[src/rtl/uart_regs_pkg.sv]
package uart_regs_pkg;
  localparam logic [3:0] IDX_DATA = 4'd0;
  localparam logic [3:0] IDX_IER  = 4'd1;
  localparam logic [3:0] IDX_IIR  = 4'd2;
  localparam logic [3:0] IDX_LCR  = 4'd3;
  localparam logic [3:0] IDX_MCR  = 4'd4;
  localparam logic [3:0] IDX_LSR  = 4'd5;
  localparam logic [3:0] IDX_MSR  = 4'd6;
  localparam logic [3:0] IDX_SCR  = 4'd7;
  localparam logic [3:0] IDX_IRS  = 4'd8;
  localparam logic [7:0] IER_RST  = 8'h60;
  localparam int unsigned BIT_BANK = 7;
  localparam int unsigned BIT_UE   = 6;
  localparam int unsigned BIT_DMA  = 7;
endpackage

[src/rtl/uart_tx_fifo.sv]
module uart_tx_fifo #(
  parameter int unsigned DEPTH = 64,
  localparam int unsigned AW = (DEPTH > 1) ? $clog2(DEPTH) : 1,
  localparam int unsigned CW = $clog2(DEPTH + 1)
) (
  input  logic          clk_i,
  input  logic          rst_ni,
  input  logic          flush_i,
  input  logic          push_i,
  input  logic          pop_i,
  input  logic [7:0]    din_i,
  output logic [7:0]    head_o,
  output logic [CW-1:0] cnt_o
);
  logic [7:0]    mem_q [DEPTH];
  logic [AW-1:0] wp_q, rp_q;
  logic [CW-1:0] cnt_q;

  function automatic logic [AW-1:0] bump(logic [AW-1:0] p);
    return (p == AW'(DEPTH - 1)) ? '0 : p + 1'b1;
  endfunction

  always_ff @(posedge clk_i) if (push_i && !flush_i) mem_q[wp_q] <= din_i;

  always_ff @(posedge clk_i or negedge rst_ni) begin
    if (!rst_ni) begin
      wp_q <= '0; rp_q <= '0; cnt_q <= '0;
    end else if (flush_i) begin
      wp_q <= '0; rp_q <= '0; cnt_q <= '0;
    end else begin
      if (push_i) wp_q <= bump(wp_q);
      if (pop_i)  rp_q <= bump(rp_q);
      cnt_q <= cnt_q + CW'(push_i) - CW'(pop_i);
    end
  end

  assign head_o = mem_q[rp_q];
  assign cnt_o  = cnt_q;

  p_no_overflow_r8: assert property (@(posedge clk_i) disable iff (!rst_ni)
    cnt_q <= CW'(DEPTH));
  p_no_pop_empty_r7: assert property (@(posedge clk_i) disable iff (!rst_ni)
    pop_i |-> cnt_q != '0);
endmodule

[src/rtl/uart_tx_path.sv]
module uart_tx_path #(
  parameter int unsigned DEPTH = 64,
  localparam int unsigned CW   = $clog2(DEPTH + 1),
  localparam int unsigned HALF = DEPTH / 2
) (
  input  logic       clk_i,
  input  logic       rst_ni,
  input  logic       fifo_en_i,
  input  logic       wr_data_i,
  input  logic [7:0] din_i,
  input  logic       done_i,
  input  logic       fifo_flush_i,
  input  logic       flags_set_i,
  output logic       temt_o,
  output logic       tdrq_o,
  output logic [7:0] shift_o
);
  logic          temt_q, tdrq_q, temt_d, tdrq_d;
  logic [7:0]    shift_q, shift_d, hold_q, hold_d;
  logic          pop, push;
  logic [7:0]    head;
  logic [CW-1:0] cnt;
  logic [CW:0]   cnt_mid;

  uart_tx_fifo #(.DEPTH(DEPTH)) u_fifo (
    .clk_i, .rst_ni, .flush_i(fifo_flush_i), .push_i(push), .pop_i(pop),
    .din_i, .head_o(head), .cnt_o(cnt)
  );

  always_comb begin
    temt_d = temt_q; tdrq_d = tdrq_q; shift_d = shift_q; hold_d = hold_q;
    pop = 1'b0; push = 1'b0;
    cnt_mid = {1'b0, cnt};
    // retire the finished character first, then accept the write
    if (done_i && !temt_q) begin
      if (fifo_en_i) begin
        if (cnt != '0) begin
          pop = 1'b1; shift_d = head; cnt_mid = {1'b0, cnt} - 1'b1;
          if (cnt_mid <= (CW+1)'(HALF)) tdrq_d = 1'b1;
        end else temt_d = 1'b1;
      end else if (tdrq_q) temt_d = 1'b1;
      else begin
        shift_d = hold_q; tdrq_d = 1'b1;
      end
    end
    if (wr_data_i) begin
      if (temt_d) begin
        shift_d = din_i; temt_d = 1'b0;
      end else if (fifo_en_i) begin
        if (cnt_mid < (CW+1)'(DEPTH)) begin
          push = 1'b1;
          if (cnt_mid + 1'b1 > (CW+1)'(HALF)) tdrq_d = 1'b0;
        end
      end else if (tdrq_d) begin
        hold_d = din_i; tdrq_d = 1'b0;
      end
    end
    if (flags_set_i) begin
      temt_d = 1'b1; tdrq_d = 1'b1;
    end
  end

  always_ff @(posedge clk_i or negedge rst_ni) begin
    if (!rst_ni) begin
      temt_q <= 1'b1; tdrq_q <= 1'b1; shift_q <= '0; hold_q <= '0;
    end else begin
      temt_q <= temt_d; tdrq_q <= tdrq_d; shift_q <= shift_d; hold_q <= hold_d;
    end
  end

  assign temt_o  = temt_q;
  assign tdrq_o  = tdrq_q;
  assign shift_o = shift_q;

  p_write_loads_shift_r5: assert property (@(posedge clk_i) disable iff (!rst_ni)
    wr_data_i && temt_q && !flags_set_i |=> !temt_q && shift_q == $past(din_i));
  p_holding_reload_r7: assert property (@(posedge clk_i) disable iff (!rst_ni)
    done_i && !temt_q && !fifo_en_i && !tdrq_q && !wr_data_i && !flags_set_i
    |=> tdrq_q && !temt_q);
  p_flush_flags_r9: assert property (@(posedge clk_i) disable iff (!rst_ni)
    fifo_flush_i && flags_set_i |=> temt_q && tdrq_q && cnt == '0);
  p_over_half_r8: assert property (@(posedge clk_i) disable iff (!rst_ni)
    fifo_en_i && push && !flags_set_i && cnt_mid >= (CW+1)'(HALF) |=> !tdrq_q);
endmodule

[src/rtl/uart_host_regs.sv]
module uart_host_regs
  import uart_regs_pkg::*;
#(
  parameter int unsigned TX_DEPTH = 64
) (
  input  logic        clk_i,
  input  logic        rst_ni,
  input  logic        wr_i,
  input  logic        rd_i,
  input  logic [3:0]  idx_i,
  input  logic [7:0]  wdata_i,
  output logic [7:0]  rdata_o,
  input  logic [7:0]  lsr_i,
  input  logic [7:0]  msr_i,
  input  logic [7:0]  iir_i,
  input  logic [7:0]  rx_data_i,
  output logic        rx_pop_o,
  output logic        rx_flush_o,
  output logic        status_reset_o,
  input  logic        shift_done_i,
  output logic        tx_busy_o,
  output logic [7:0]  tx_byte_o,
  output logic [7:0]  ier_o,
  output logic [7:0]  fcr_o,
  output logic [7:0]  lcr_o,
  output logic [7:0]  mcr_o,
  output logic [7:0]  ir_sel_o,
  output logic [15:0] divisor_o
);
  logic [7:0] ier_q, fcr_q, lcr_q, mcr_q, scr_q, irs_q, dll_q, dlh_q, rdata_q;
  logic       bank, wr_data, ier_wr, fcr_wr, ue_rise, fifo_on, fifo_off, tx_flush;
  logic       temt, tdrq;
  logic [7:0] lsr_rd, rd_mux;

  assign bank     = lcr_q[BIT_BANK];
  assign wr_data  = wr_i && idx_i == IDX_DATA && !bank;
  assign ier_wr   = wr_i && idx_i == IDX_IER && !bank;
  assign fcr_wr   = wr_i && idx_i == IDX_IIR;
  assign ue_rise  = ier_wr && !ier_q[BIT_UE] && wdata_i[BIT_UE];
  assign fifo_on  = fcr_wr && !fcr_q[0] && wdata_i[0];
  assign fifo_off = fcr_wr && fcr_q[0] && !wdata_i[0];
  assign tx_flush = (fifo_on && wdata_i[2]) || fifo_off;

  assign rx_flush_o     = (fifo_on && wdata_i[1]) || fifo_off;
  assign status_reset_o = ue_rise;
  assign rx_pop_o       = rd_i && idx_i == IDX_DATA && !bank;

  uart_tx_path #(.DEPTH(TX_DEPTH)) u_tx (
    .clk_i, .rst_ni, .fifo_en_i(fcr_q[0]), .wr_data_i(wr_data), .din_i(wdata_i),
    .done_i(shift_done_i), .fifo_flush_i(tx_flush), .flags_set_i(tx_flush || ue_rise),
    .temt_o(temt), .tdrq_o(tdrq), .shift_o(tx_byte_o)
  );

  always_ff @(posedge clk_i or negedge rst_ni) begin
    if (!rst_ni) begin
      ier_q <= IER_RST; fcr_q <= '0; lcr_q <= '0; mcr_q <= '0;
      scr_q <= '0; irs_q <= '0; dll_q <= '0; dlh_q <= '0;
    end else if (wr_i) begin
      unique case (idx_i)
        IDX_DATA: if (bank) dll_q <= wdata_i;
        IDX_IER:  if (bank) dlh_q <= wdata_i;
                  else ier_q <= {ier_q[BIT_DMA], wdata_i[6:0]};
        IDX_IIR:  fcr_q <= wdata_i;
        IDX_LCR:  lcr_q <= wdata_i;
        IDX_MCR:  mcr_q <= wdata_i;
        IDX_SCR:  scr_q <= wdata_i;
        IDX_IRS:  irs_q <= wdata_i;
        default: ;
      endcase
    end
  end

  assign lsr_rd = {lsr_i[7], temt, tdrq, lsr_i[4:0]};

  always_comb begin
    unique case (idx_i)
      IDX_DATA: rd_mux = bank ? dll_q : rx_data_i;
      IDX_IER:  rd_mux = bank ? dlh_q : ier_q;
      IDX_IIR:  rd_mux = iir_i;
      IDX_LCR:  rd_mux = lcr_q;
      IDX_MCR:  rd_mux = mcr_q;
      IDX_LSR:  rd_mux = lsr_rd;
      IDX_MSR:  rd_mux = msr_i;
      IDX_SCR:  rd_mux = scr_q;
      IDX_IRS:  rd_mux = irs_q;
      default:  rd_mux = '0;
    endcase
  end

  always_ff @(posedge clk_i or negedge rst_ni) begin
    if (!rst_ni)   rdata_q <= '0;
    else if (rd_i) rdata_q <= rd_mux;
  end

  assign rdata_o   = rdata_q;
  assign tx_busy_o = !temt;
  assign ier_o     = ier_q;
  assign fcr_o     = fcr_q;
  assign lcr_o     = lcr_q;
  assign mcr_o     = mcr_q;
  assign ir_sel_o  = irs_q;
  assign divisor_o = {dlh_q, dll_q};

  p_dma_bit_held_r4: assert property (@(posedge clk_i) disable iff (!rst_ni)
    ier_wr |=> ier_q[BIT_DMA] == $past(ier_q[BIT_DMA]));
  p_unit_enable_flags_r10: assert property (@(posedge clk_i) disable iff (!rst_ni)
    ue_rise |=> !tx_busy_o);
  p_bank_blocks_data_r3: assert property (@(posedge clk_i) disable iff (!rst_ni)
    wr_i && idx_i == IDX_DATA && bank && !tx_busy_o && !shift_done_i |=> !tx_busy_o);
  p_read_latency_r2: assert property (@(posedge clk_i) disable iff (!rst_ni)
    rd_i && idx_i == IDX_SCR && !(wr_i) |=> rdata_o == scr_q);
endmodule

[config.mk]
export PLATFORM = sky130hd
export DESIGN_NAME = uart_host_regs
export DESIGN_NICKNAME = d
export VERILOG_FILES = /design/src/rtl/uart_regs_pkg.sv /design/src/rtl/uart_tx_fifo.sv /design/src/rtl/uart_tx_path.sv /design/src/rtl/uart_host_regs.sv
export SDC_FILE = /design/constraint.sdc
export NUM_CORES = 1
export LEC_CHECK = 0
export BUFFER_PORTS_ARGS = -buffer_cell sky130_fd_sc_hd__buf_2
export CAP_MARGIN = 5
export CORE_MARGIN = 2
export CORE_UTILIZATION = 55
export CTS_CLUSTER_SIZE = 16
export DETAILED_ROUTE_END_ITERATION = 10
export PLACE_DENSITY = 0.73
export SLEW_MARGIN = 20
export SYNTH_ARGS = -nofsm -noshare
export SYNTH_HDL_FRONTEND = slang
export SYNTH_HIERARCHICAL = 1
export SYNTH_SLANG_ARGS = --single-unit
[constraint.sdc]
create_clock -name clk_i -period 4.7 [get_ports clk_i]
set_input_delay 0.47 -clock clk_i [delete_from_list [all_inputs] [get_ports clk_i]]
set_output_delay 0.47 -clock clk_i [all_outputs]
set_load 0.005 [all_outputs]
==> results of run 1 <==
==> metrics by stage <==
step | instances | area, sq um | setup slack [ns] | total power (W) | hold slack (ns)
finish | 2332 | 29400 | 0.909 | 0.0142 | -0.0164
global route | 2331 | 29400 | 0.609 | 0.0147 | 0.0424
CTS | 2331 | 29400 | 0.879 | 0.0143 | 0.0105
detailed placement | 2218 | 27400 | 0.621 | 0.00933 | 0.465
global placement | 2218 | 27400 | 0.748 | 0.00927 | 0.454
floorplan | 1475 | 25600 | 0.494 | 0.00846 | 0.174
==> layout by cell type, fill, tap and decap left out, types with 9 or more instances in the layout <==
cell type | netlist | layout
dfrtp_1 | 104 | 102
nand2_1 | 34 | 34
mux2_2 | 66 | 66
buf_4 | 9 | 96
clkinv_2 | 0 | 15
nand3_1 | 27 | 27
a211oi_1 | 16 | 16
nand2b_1 | 14 | 14
a22oi_1 | 33 | 33
ha_1 | 12 | 12
mux2i_1 | 65 | 65
a21oi_1 | 26 | 25
buf_2 | 14 | 120
nor2b_1 | 27 | 27
clkbuf_16 | 0 | 62
o21ai_0 | 30 | 30
nand3b_1 | 10 | 10
clkinv_1 | 0 | 13
edfxtp_1 | 512 | 512
mux4_2 | 111 | 111
bufinv_16 | 0 | 9
o22ai_1 | 16 | 16
nor2_1 | 112 | 112
inv_1 | 30 | 30
==> kinds of logic after synthesis <==
logic type               Yosys count  synth area share
flip-flops                       620             0.705
AO/OA/AOI/OAI                    186            0.0512
adder cells (fa/ha/maj)           13           0.00663
buffers and inverters            112            0.0201
multiplexers                     249             0.156
XOR/XNOR                          10           0.00341
other                              1          0.000146
AND/OR/NAND/NOR                  284            0.0574
==> final cells by class <==
cell class	count	area, sq um	area share
Sequential cell	620	18100	0.615
Multi-Input combinational cell	743	7050	0.240
Clock buffer	69	1590	0.0540
Timing Repair Buffer	218	1360	0.0463
Tap cell	607	759	0.0258
Clock inverter	44	462	0.0157
Inverter	30	113	0.00383
Antenna cell	1	2.50	0.0000850
==> per-layer routing <==
layer	track usage	vias to the layer above	part of all wire
met5	0	-	0
met3	0.0494	86	0.074
li1	-	6267	-
met4	0.0673	0	0.022
met1	0.340	7428	0.40
met2	0.405	603	0.50
==> worst max-delay path, delay by kind of cell, from the launching register on <==
family          cells  cell delay (ns)
simple gates        6             1.22
fa+ha+maj           4             1.08
buf+inv             4             0.47
flops               1             0.48
compound gates      3             0.48
==> path summary, 6_finish.rpt <==
check | depth (start not counted) | start | end | slack [ns]
setup / recovery | 17 | u_tx/u_fifo/cnt_o[1]$_DFF_PN0_ | u_tx/u_fifo/cnt_o[6]$_DFF_PN0_ | 0.91
hold / removal | 1 | rst_ni | u_tx/u_fifo/cnt_o[5]$_DFF_PN0_ | -0.02
setup reg to reg | 17 | u_tx/u_fifo/cnt_o[1]$_DFF_PN0_ | u_tx/u_fifo/cnt_o[6]$_DFF_PN0_ | 0.91
hold reg to reg | 2 | u_tx/hold_q[3]$_DFFE_PN0P_ | u_tx/hold_q[3]$_DFFE_PN0P_ | 0.47
max in group asynchronous | 2 | rst_ni | fcr_o[0]$_DFFE_PN0N_ | 3.63
min in group clk_i | 3 | shift_done_i | u_tx/temt_o$_DFF_PN1_ | 0.26
==> where the power goes <==
part           internal, W  switching, W  total (W)
combinational      0.00136       0.00128    0.00264
sequential         0.00618      0.000387    0.00657
clock              0.00291       0.00203    0.00494
total               0.0105       0.00370     0.0142
==> impl_metrics.yaml, run 1 <==
final_layout:
  fin_util: 0.636
  fillCellCount: 3202
  final_layout_size_suffix_gt1_frac: 0.305
  fin_nets: 1735
  syn_to_final_growth_pct: 14.7
  largest_reg_flops: 512
  regMostFlops: "u_tx/u_fifo/mem_q"
sta:
  final.min_clock_period_ns: 3.79
  setup-tns-final_ns: 0
  timing.hold.ws_ns: -0.0164
  slew_violations: 0
  hold_viol_final: 5
  tightest_slew_ns: 0.976
  fin_crit_sh: 0.807
  max_slew_margin: 0.349
  rsz0062_at_grt: "false"
  clock_skew_ns: 0.0271
  max_freq_ghz: 0.264
  setup_viol: 0
yosys:
  synthDistinctLibCells: 75
  synth_area_sq_um: 25600
  syn_area_per_cell_sq_um: 17.4
  yosysTopAreaCellShare: 0.600
  synth_common_cells: "edfxtp_1, nor2_1, mux4_2, dfrtp_1, mux2_2"
  netlist_instances: 1475
  yosysMostFrequentCell: "edfxtp_1"
  async_flop_share: 0.174
  synth_top_area_cell: "edfxtp_1"
  ys_seq_area_frac: 0.705
  syn_nets: 1537
  netlist_top_cells_area: "edfxtp_1, dfrtp_1, mux4_2"
  synth_warnings: 6
  synth-seq-cells: 620
  synth_ff_type: "edfxtp_1"
  synth-edff-count: 512
pwr:
  power.density_nw_per_um2: 481
  total_leakage_power_nw: 10.3
  peakVddDrop_mv: 0.307
floorplan:
  die_x_um: 220
  die_h_um: 220
  dieArea_sq_um: 48400
  rows: 79
  num_io_pins: 125
  start_util: 0.554
  core_sq_um: 46300
setup_path:
  worstPathCellList: "inv_1 > ha_1 > nand2b_1 > or3_1 > nand3_1 > inv_1 > ha_1 > inv_1 > ha_1 > inv_1 > fa_1 > nor2b_1 > o21ai_0 > a21oi_1 > o21ai_0 > nand3_1 > nor3b_1"
  timing.critical_path.fanout_max: 8
  slowest_stage: "dfrtp_1"
  critPathMaxStageDelay_ns: 0.48
  timing.critical_path.mode_cell: "inv_1"
  required_ns: 5.24
  endpoint_kind: "register"
  worst-setup-path-type: "register to register"
  arrival_ns: 4.34
  critPathLaunchType: "register"
clock_tree:
  clk_pin_slew_ns: 0.06
  cts_resized: 0
  clkSinkCount: 620
  cts-htree-levels: 2
  post_cts_buffers: 0
  cts_buffer_depth: 3
  cts_hold_buf: 0
  clockRootBuffer: "clkbuf_16"
  numCtsBuffers: 60
  cts_tree: "done"
  clkLatencyLatePin_ns: 0.63
routing:
  dr.pass1.iters: 5
  post_drt_wl_per_cell_um: 25.1
  vias: 14400
  drtIter0Drc: 1564
  vias_per_cell: 6.17
  ant_nets: 0
  routed_wl_um: 58600
  drc: 0
grt:
  antenna_found_initial: 1
  overflow: 0
  grt_pass1_vias: 14500
  grt_start_max_net_pins: 75
  grt_pass1_wl_um: 88000
  grt_usage: 0.247
min_path:
  worstHoldPathType: "input pin to async pin"
placed_design:
  place_congestion: 0.858
  port_buffers: 121
  post-dp-hpwl_um: 37100
run:
  drv_cap: 0
run_status:
  status: "finished with violations"
  violations: "hold timing"
(Power assumes the default switching activity.)
==> inputs of run 2 (changes only) <==
- ABC_AREA: default -> 1
- PLACE_DENSITY: 0.73 -> 0.72
- clock period: 4.7 -> 4 ns (I/O delays scaled with it)
==> run 2 against run 1 <==
- the run now ends clean
- core utilization fell by 1.3 points
- setup slack worse by 0.84 ns
- die area rose by 7.4%
- sequential power increased by 16%
- fmax is 3.5% lower
- routed wire length rose by 20%
- sequential share of layout area shrank 3.3 points
- clock power is 22% higher
- largest cell class unchanged
==> impl_metrics.yaml, run 2 <==
routing:
  routed_wl_um: 70500
  vias_per_cell: 5.64
  ant_nets: 0
  drtIter0Drc: 2302
  vias: 20400
  post_drt_wl_per_cell_um: 19.5
  drc: 0
  dr.pass1.iters: 8
placed_design:
  placedInstanceArea_sq_um: 28900
  place_congestion: 0.911
  post-dp-hpwl_um: 43800
  port_buffers: 121
  post-place-ws_ns: 0.0374
floorplan:
  num_io_pins: 125
  rows: 82
  die_h_um: 228
  start_util: 0.553
  dieArea_sq_um: 51900
  core_sq_um: 49900
  die_x_um: 228
yosys:
  synth_top_area_cell: "edfxtp_1"
  syn_area_per_cell_sq_um: 10.0
  ys_seq_area_frac: 0.656
  synth_common_cells: "nand2_1, edfxtp_1, nand3_1, inv_1, nor2_1"
  synth-edff-count: 512
  synth_warnings: 6
  synthDistinctLibCells: 41
  synth_ff_type: "edfxtp_1"
  synth_area_sq_um: 27600
  yosysMostFrequentCell: "nand2_1"
  netlist_top_cells_area: "edfxtp_1, nand2_1, dfrtp_1"
  netlist_instances: 2752
  syn_nets: 2814
  async_flop_share: 0.174
  synth-seq-cells: 620
  yosysTopAreaCellShare: 0.558
setup_path:
  cp_top_family: "simple AND/OR/NAND/NOR gates"
  critPathMaxStageDelay_ns: 0.52
  timing.critical_path.fanout_max: 9
  timing.critical_path.mode_cell: "inv_1"
  worstSetupStartpoint: "u_tx/u_fifo/cnt_o[0]$_DFF_PN0_"
  endpoint_kind: "register"
  critPathLaunchType: "register"
  worst-setup-path-type: "register to register"
  arrival_ns: 4.18
  required_ns: 4.25
  slowest_stage: "nand2_1"
  worstReg2RegStart: "u_tx/u_fifo/cnt_o[0]$_DFF_PN0_"
  crit_buf_inv: 5
  worstPathCellList: "inv_1 > ha_1 > inv_1 > nor2_1 > nand3_2 > nand2_2 > inv_2 > a21boi_0 > nand3_1 > nor2_1 > inv_1 > nor2_4 > inv_1 > nor2_1 > nand2_1 > nor2_2"
  rrSetupSlack_ns: 0.07
grt:
  grt_pass1_wl_um: 109000
  grt_usage: 0.270
  antenna_found_initial: 0
  grt_pass1_vias: 19700
  grt_start_max_net_pins: 167
  overflow: 0
run_status:
  status: "completed"
final_layout:
  largest_reg_flops: 512
  fin_util: 0.623
  final_cell_mix: "nand2_1, edfxtp_1, nand3_1, inv_1, buf_2"
  syn_to_final_growth_pct: 12.7
  ff_latch_area_sq_um: 18100
  regMostFlops: "u_tx/u_fifo/mem_q"
  finalInstanceArea_sq_um: 31100
  fillCellCount: 3972
  layout_commonest_cell: "nand2_1"
  multiInputGateArea_sq_um: 7780
  fin_nets: 2950
  final_layout_size_suffix_gt1_frac: 0.127
min_path:
  hp-start: "rd_i"
  worstHoldPathType: "input pin to register"
sta:
  timing.final.ws_setup_ns: 0.0721
  timing.hold.ws_ns: 0.109
  tightest_slew_ns: 0.890
  max_slew_margin: 0.407
  max_freq_ghz: 0.255
  rsz0062_at_grt: "true"
  hold_viol_final: 0
  setup_viol: 0
  clock_skew_ns: 0.0191
  fin_crit_sh: 0.982
  slew_violations: 0
  setup-tns-final_ns: 0
  final.min_clock_period_ns: 3.93
clock_tree:
  post_cts_buffers: 0
  cts_tree: "done"
  numCtsBuffers: 66
  clkLatencyLatePin_ns: 0.60
  clk_pin_slew_ns: 0.06
  clockRootBuffer: "clkbuf_16"
  cts-htree-levels: 3
  clkSinkCount: 620
  cts_buffer_depth: 3
pwr:
  total_leakage_power_nw: 13.1
  power.density_nw_per_um2: 611
  peakVddDrop_mv: 0.465
run:
  drv_cap: 0
==> run 2: cell count changes in the layout (fill, tap and decap cells not counted), moves of 18 or more <==
cell,delta
nand2_1,+908
nand3_1,+463
inv_1,+207
mux4_2,-111
mux2i_1,-65
mux2_2,-59
o21ai_0,+39
a22oi_1,-32
nor2b_1,-27
buf_4,-24
nor2_2,+21
o21ai_1,+20
inv_2,+18
==> run 2: logic make-up after synthesis <==
kind of cell | count (synthesis) | synth area share
compound gates | 117 | 0.0229
mux | 7 | 0.00286
fa+ha+maj | 13 | 0.00617
other cells | 1 | 0.000136
buf+inv | 391 | 0.0647
xor+xnor | 1 | 0.000318
simple gates | 1602 | 0.247
flops | 620 | 0.656
==> run 2: metal layers <==
metal,routed length [um],track usage,vias to the layer above
met5,0,0,-
met4,2120,0.0989,0
met3,6850,0.0563,168
met2,32700,0.428,1023
met1,28800,0.372,9725
li1,-,-,9439
==> run 2: path summary, 6_finish.rpt <==
kind,cells after the start,end
max,16,u_tx/u_fifo/mem_q[32][2]$_DFFE_PP_
min,3,rdata_o[6]$_DFFE_PN0P_
max reg2reg,16,u_tx/u_fifo/mem_q[32][2]$_DFFE_PP_
min reg2reg,2,rdata_o[5]$_DFFE_PN0P_
max in group asynchronous,3,ier_o[5]$_DFFE_PN1P_
min in group asynchronous,2,u_tx/shift_o[6]$_DFF_PN0_
==> run 2: worst min-delay path, delay by kind of cell <==
| kind | cells | cell delay [ns] |
|---|---|---|
| buffers and inverters | 1 | 0.15 |
| and+or+nand+nor | 2 | 0.12 |
==> run 2: report_power, final <==
| group | internal [W] | switching [W] |
|---|---|---|
| Combinational | 0.00164 | 0.00373 |
| Sequential | 0.00726 | 0.000349 |
| Clock | 0.00356 | 0.00245 |
| Total | 0.0125 | 0.00653 |
==> run 2: repair_timing <==
action / in CTS / in global routing
resized for setup: 1 / 23
endpoints found under the hold margin: 64 / 0
setup endpoints to repair: 8 / 152
hold buffers: 1 / 0
==> run 2: layout make-up <==
type,instances,share of cell area
Timing Repair Buffer,198,0.0403
Clock inverter,22,0.00733
Sequential cell,620,0.582
Clock buffer,96,0.0611
Multi-Input combinational cell,1741,0.250
Inverter,261,0.0318
Tap cell,672,0.0271
Antenna cell,1,0.0000805
==> run 2: metrics by stage <==
stage          power, W  std cells
2_1_floorplan    0.0115       2752
3_3_place_gp     0.0129       3491
3_5_place_dp     0.0130       3491
4_1_cts          0.0190       3610
5_1_grt          0.0199       3610
6_report         0.0190       3611
